===== src/rtl/txmon_handshake.sv =====
module txmon_handshake #(
   parameter int READY_LAT  = 2,
   parameter int DROP_WIN   = 2,
   parameter int RESUME_WIN = 2,
   parameter int QUIET_CYC  = 2
) (
   input  logic clk,
   input  logic rst_n,
   input  logic rdy,
   input  logic vld,
   input  logic pkt_open,
   output logic err_drop,
   output logic err_resume,
   output logic err_quiet,
   output logic err_gap
);

   localparam int WIN_MAX = (DROP_WIN > RESUME_WIN) ? DROP_WIN : RESUME_WIN;
   localparam int CNT_SAT = WIN_MAX + 2;
   localparam int CW      = $clog2(CNT_SAT + 1);
   localparam int QW      = $clog2(QUIET_CYC + 1);

   logic [CW-1:0] lo_cnt_q, hi_cnt_q, lo_now, hi_now;
   logic [QW-1:0] quiet_q;
   logic          seen_q;
   logic          rdy_adj;

   // ready delayed by the latency: the cycle's transfer permission
   generate
      if (READY_LAT == 1) begin : g_lat_one
         logic dly_q;
         always_ff @(posedge clk or negedge rst_n)
            if (!rst_n) dly_q <= 1'b0;
            else        dly_q <= rdy;
         assign rdy_adj = dly_q;
      end else begin : g_lat_many
         logic [READY_LAT-1:0] dly_q;
         always_ff @(posedge clk or negedge rst_n)
            if (!rst_n) dly_q <= '0;
            else        dly_q <= {dly_q[READY_LAT-2:0], rdy};
         assign rdy_adj = dly_q[READY_LAT-1];
      end
   endgenerate

   always_comb begin
      lo_now = '0;
      hi_now = '0;
      if (!rdy)
         lo_now = (lo_cnt_q == CW'(CNT_SAT)) ? lo_cnt_q : lo_cnt_q + 1'b1;
      else
         hi_now = (hi_cnt_q == CW'(CNT_SAT)) ? hi_cnt_q : hi_cnt_q + 1'b1;
   end

   always_ff @(posedge clk or negedge rst_n) begin
      if (!rst_n) begin
         lo_cnt_q <= '0;
         hi_cnt_q <= '0;
         seen_q   <= 1'b0;
         quiet_q  <= '0;
      end else begin
         lo_cnt_q <= lo_now;
         hi_cnt_q <= hi_now;
         seen_q   <= rdy && (seen_q || vld);
         if (quiet_q != QW'(QUIET_CYC))
            quiet_q <= quiet_q + 1'b1;
      end
   end

   assign err_drop   = vld && !rdy && (lo_now > CW'(DROP_WIN));
   assign err_resume = pkt_open && rdy && (hi_now == CW'(RESUME_WIN + 1))
                       && !seen_q && !vld;
   assign err_quiet  = vld && (quiet_q < QW'(QUIET_CYC));
   assign err_gap    = pkt_open && rdy_adj && !vld;

   // a late drop needs ready already low in the previous cycle
   a_r2_drop_after_low: assert property (@(posedge clk) disable iff (!rst_n)
      err_drop |-> !$past(rdy));

   // a missed resume needs ready already high in the previous cycle
   a_r3_resume_after_high: assert property (@(posedge clk) disable iff (!rst_n)
      err_resume |-> $past(rdy));

   // once the quiet period has passed it never returns
   a_r4_quiet_ends: assert property (@(posedge clk) disable iff (!rst_n)
      (quiet_q == QW'(QUIET_CYC)) |=> (quiet_q == QW'(QUIET_CYC)));

endmodule


===== config.mk =====
export PLATFORM = sky130hd
export DESIGN_NAME = txmon_handshake
export DESIGN_NICKNAME = d
export VERILOG_FILES = /design/src/rtl/txmon_handshake.sv
export SDC_FILE = /design/constraint.sdc
export NUM_CORES = 1
export LEC_CHECK = 0
export BUFFER_PORTS_ARGS = -buffer_cell sky130_fd_sc_hd__buf_2
export CAP_MARGIN = 20
export CORE_AREA = 5 5 42 44
export CTS_BUF_LIST = sky130_fd_sc_hd__clkbuf_2
export DETAILED_ROUTE_END_ITERATION = 16
export DIE_AREA = 0 0 47 49
export SLEW_MARGIN = 20
export SYNTH_ARGS = -nofsm -noshare
export SYNTH_HDL_FRONTEND = slang
export SYNTH_SLANG_ARGS = --single-unit

===== constraint.sdc =====
create_clock -name clk -period 1.7 [get_ports clk]
set_input_delay 0.255 -clock clk [delete_from_list [all_inputs] [get_ports clk]]
set_output_delay 0.255 -clock clk [all_outputs]
set_load 0.005 [all_outputs]

======== After elaboration in Yosys (flattened, before gate mapping) ========
Cells that the tools add are included.
word-level totals
  output and inout bits ................... 4
  logic and storage cells ................. 32
  input bits .............................. 5
  register bits after elaboration ......... 11
cells by class
  equal/unequal tests ..................... 4
  $lt $le $gt $ge ......................... 2
  add/subtract/negate cells ............... 3
  mux-type cells .......................... 4
  reductions and logical operators ........ 14
operator list
  kind                                                count
  two-way mux 3 bit                                   4
  logical AND 1 bit                                   10
  adder 3 x 1 -> 3 bit, second input constant         2
  == test 3 bit, second input constant                2
  == test 3 x 2 -> 1 bit, second input constant       1
  > comparator 3 x 2 -> 1 bit, second input constant  1
  logical NOT 1 bit                                   3
  adder 2 x 1 -> 2 bit, second input constant         1
  less-than comparator 2 bit, second input constant   1
  inequality test 2 bit, second input constant        1
  logical OR 1 bit                                    1

======== Longest topological paths before layout ========
  depth after elaboration ................. 7
  gate-level depth with buffers ........... 5
  depth with buffers taken out ............ 5

======== Least setup slack after synthesis ========
No wires, ideal clock.
  kind .................................... register to output
  start ................................... register hi_cnt_q[0]
  end ..................................... output port err_resume
  arrival time ............................ 1.107 ns
  path buffers ............................ 0
  stages on the path, launching flop included .. 6
  slack ................................... 0.338 ns
  required time ........................... 1.445 ns
  path through ............................ dfrtp_1 > inv_1 > ha_1 > and2_4 > nand3_2 > nor4b_2
between the ends
  cells in the longest elaborated chain, start to end .. 7
  elaborated cells between the ends (all ways) .. 8
  classes of those cells .................. add/sub: 1; eq/ne: 2; mux: 2; reduce/logical: 3
ends and longest elaborated chain
  what                                                   RTL line  RTL
  start, declared                                        23        logic [CW-1:0] lo_cnt_q, hi_cnt_q, lo_now, hi_now;
  start signal, assigned                                 62        hi_cnt_q <= hi_now;
  adder 3 x 1 -> 3 bit or == test 3 bit (tied branches)  51        hi_now = (hi_cnt_q == CW'(CNT_SAT)) ? hi_cnt_q : hi_cnt_q + 1'b1;
  two-way mux 3 bit *                                    51
  two-way mux 3 bit *                                    48        if (!rdy)
  named net hi_now[1]                                    23
  == test 3 x 2 -> 1 bit *                               70        assign err_resume = pkt_open && rdy && (hi_now == CW'(RESUME_WIN + 1))
  logical AND 1 bit *                                    70
  logical AND 1 bit * (2 in a row)                       71        && !seen_q && !vld;
  end, declared                                          13        output logic err_resume,
The timed path passes the listed nets; every way through them passes the cells marked *.

======== Worst setup path after layout ========
Ends and elaborated chain as after synthesis.

==> out/metrics.yaml <==
setup_path:
  cp-startpoint: "hi_cnt_q[0]"
  start_kind: "register"
  critPathTopFamily: "simple AND/OR/NAND/NOR gates"
  cp.buffers_inverters: 2
  critPathMaxFanout: 2
  critPathKind: "reg2out"
  cpPeakStageDelay_ps: 380
  crit_arrival_ps: 1500
  cp.depth: 6
  r2r-start: "hi_cnt_q[0]"
  timing.rr.end: "hi_cnt_q[0]"
  r2r_cells: 5
  worstPathCellList: "inv_2, ha_4, and2_4, nand3_2, nor4b_2, buf_2"
  worst_ep_required_time_ps: 1440
  cp-end-kind: "primary output"
  worst_path_max_delay_cell: "dfrtp_1"
  r2r_slack_ps: 590
layout:
  final_cells: 78
  antenna_cells: 0
  nNetsFinal: 73
  multi_input_area_sq_um: 241
  register_area_sq_um: 275
  nFillCells: 139
  layout-drive-gt1-share_pct: 35.5
  area_growth_pct: 22.5
sta:
  hold_ws_ps: 214
  worst_pin_slew_ps: 305
  clock.fmax_mhz: 571
  setup_ws_ps: -52.7
  timing.final.max_slew_violations: 0
  skew_ps: 0.341
  period_needed_ps: 1750
  relSlewSlack_pct: 79.6
  period_share_pct: 103
  grt_setup_unrepaired: "yes"
  fin_tns_setup_ps: -79.5
  hold_viol: 0
  setup_violations: 2
synth:
  syn_avg_cell_area_sq_um: 10.9
  postSynthCellCount: 48
  synth.ff_latch_count: 11
  ys_warn_count: 0
  synth.net_count: 58
  synth_area_sq_um: 523
  synth_area_leaders: "dfrtp_1 53%, ha_1 12%, inv_1 5.0%"
  yosysTopAreaCell: "dfrtp_1"
  synth-seq-area-share_pct: 52.6
  ys_types: 17
  yosysTopAreaCellShare_pct: 52.6
floorplanning:
  fp.dieH_microns: 49
  die-area_sq_mm: 0.00230
  design.core.area_sq_mm: 0.00140
  start_util_pct: 37.3
  rows: 14
  die_w_microns: 47
  pin_count: 9
global_route:
  antenna_found_initial: 0
  grt_max_degree: 12
  top_usage_layer: "met1"
  grt_use_met2_pct: 12.7
  use_met3_pct: 2.58
  grt_overflow: 0
  grt_pass1_wl_microns: 1660
  grt_pass1_vias: 374
  use_met1_pct: 14.5
  track_usage_pct: 10.1
placed_design:
  hpwl_microns: 628
  port_buffers: 8
  place.gp.congestion: 0.619
  pre_cts_ws_ps: 172
  post-place-cells: 72
power_and_ir_drop:
  vdd_drop_max_mv: 0.526
  power_density_mw_per_mm2: 846
  finalPower_uw: 542
  p_leak_uw: 0.000319
clock_tree:
  clkSlewWorstSetupHoldPaths_ps: 100
  clockBufferDepth: 2
  cts_max_level: 1
  numCtsBuffers: 3
  cts_root_buffer: "clkbuf_2"
  clk_latency_ps: 240
  cts.sink_count: 11
  cts_tree: "yes"
worst_hold_path:
  min_from: "rdy"
  holdPathEnd: "g_lat_many.dly_q[0]"
  holdPathStages: 1
  min_path_type: "in2reg"
routing:
  ant_nets: 0
  dr.pass1.iters: 3
  post_drt_wl_per_cell_microns: 10.8
  vias_per_cell: 4.40
  wirelength_microns: 846
  vias: 343
  remaining_drc_errors: 0
  drtIter0Drc: 3
outcome:
  outcome: "finished, violations left"
  violations: "setup timing"
run:
  max_cap_viol_count: 0
==> synthesized netlist by cell type <==
| cell type | n |
|---|---|
| and3b_1 | 1 |
| and2b_2 | 1 |
| inv_1 | 7 |
| and2_2 | 1 |
| o2bb2ai_1 | 1 |
| a31oi_1 | 1 |
| nor2b_1 | 1 |
| o21ai_0 | 2 |
| and2_4 | 1 |
| dfrtp_1 | 11 |
| nand3_2 | 1 |
| nor3_1 | 1 |
| ha_1 | 5 |
| nor4b_2 | 1 |
| xnor2_1 | 3 |
| nand2_1 | 5 |
| nor2_1 | 5 |
==> cell families (layout without fill, tap and decap cells) <==
logic type / after synthesis / after routing / synth area share (%)
adders and majority gates: 5 / 5 / 12.0
and+or+nand+nor: 18 / 18 / 20.6
DFF: 11 / 11 / 52.6
buffers and inverters: 7 / 21 / 5.02
xor gates and xnor gates: 3 / 3 / 5.02
AOI/OAI and AO/OA: 4 / 4 / 4.79
==> metal layers <==
layer / vias up / part of all wire [%]
li1: 181 / -
met3: 2 / 5.2
met2: 8 / 44
met1: 152 / 50
met4: 0 / 0.95
met5: - / 0
==> timing repair <==
action,4_1_cts,5_1_grt
pin swaps,2,1
buffers inserted,1,0
gates resized for setup,3,1
endpoints found under the hold margin,11,0
hold buffers,1,0
setup endpoints to repair,2,2
==> registers in the layout, indices dropped and copies added (netlist names) <==
| register | count |
|---|---|
| hi_cnt_q | 3 |
| lo_cnt_q | 3 |
| g_lat_many.dly_q | 2 |
| quiet_q | 2 |
| seen_q | 1 |
==> final cells by class <==
type / count / area share [%]
Clock buffer: 4 / 3.13
Inverter: 7 / 4.10
Multi-Input combinational cell: 30 / 37.7
Sequential cell: 11 / 43.0
Tap cell: 16 / 3.13
Timing Repair Buffer: 10 / 8.98
==> stage by stage <==
step	cell area [sq um]	util, %
6_report	641	45.7
5_1_grt	641	45.7
4_1_cts	638	45.5
3_5_place_dp	583	41.6
3_3_place_gp	583	41.6
2_1_floorplan	523	-
==> layout by cell type, fill, tap and decap left out <==
master | netlist | routed
and3b_1 | 1 | 1
buf_2 | 0 | 8
dlygate4sd3_1 | 0 | 1
nand3_2 | 1 | 1
clkbuf_2 | 0 | 4
ha_4 | 0 | 1
o2bb2ai_1 | 1 | 1
and2b_2 | 1 | 1
nor3_2 | 0 | 1
ha_1 | 5 | 3
nor4b_2 | 1 | 1
o21ai_0 | 2 | 2
a31oi_1 | 1 | 1
and2_4 | 1 | 1
nand2_1 | 5 | 5
dfrtp_1 | 11 | 11
xnor2_1 | 3 | 3
inv_1 | 7 | 6
inv_2 | 0 | 1
ha_2 | 0 | 1
buf_4 | 0 | 1
nor2_1 | 5 | 5
nor2b_1 | 1 | 1
and2_2 | 1 | 1
==> power by group <==
part | total (uW) | internal, uW | switching, uW
Combinational | 105 | 52.9 | 52.1
Sequential | 294 | 282 | 12.0
Clock | 143 | 62.5 | 80.1
Total | 542 | 398 | 144
==> how the worst max path moves through the flow <==
| stage | to |
|---|---|
| after global placement | err_drop |
| after detailed placement | err_drop |
| after floorplan | err_resume |
| after CTS | err_resume |
| final | err_resume |
| after global routing | err_resume |
Power figures use the tool's default switching activity.
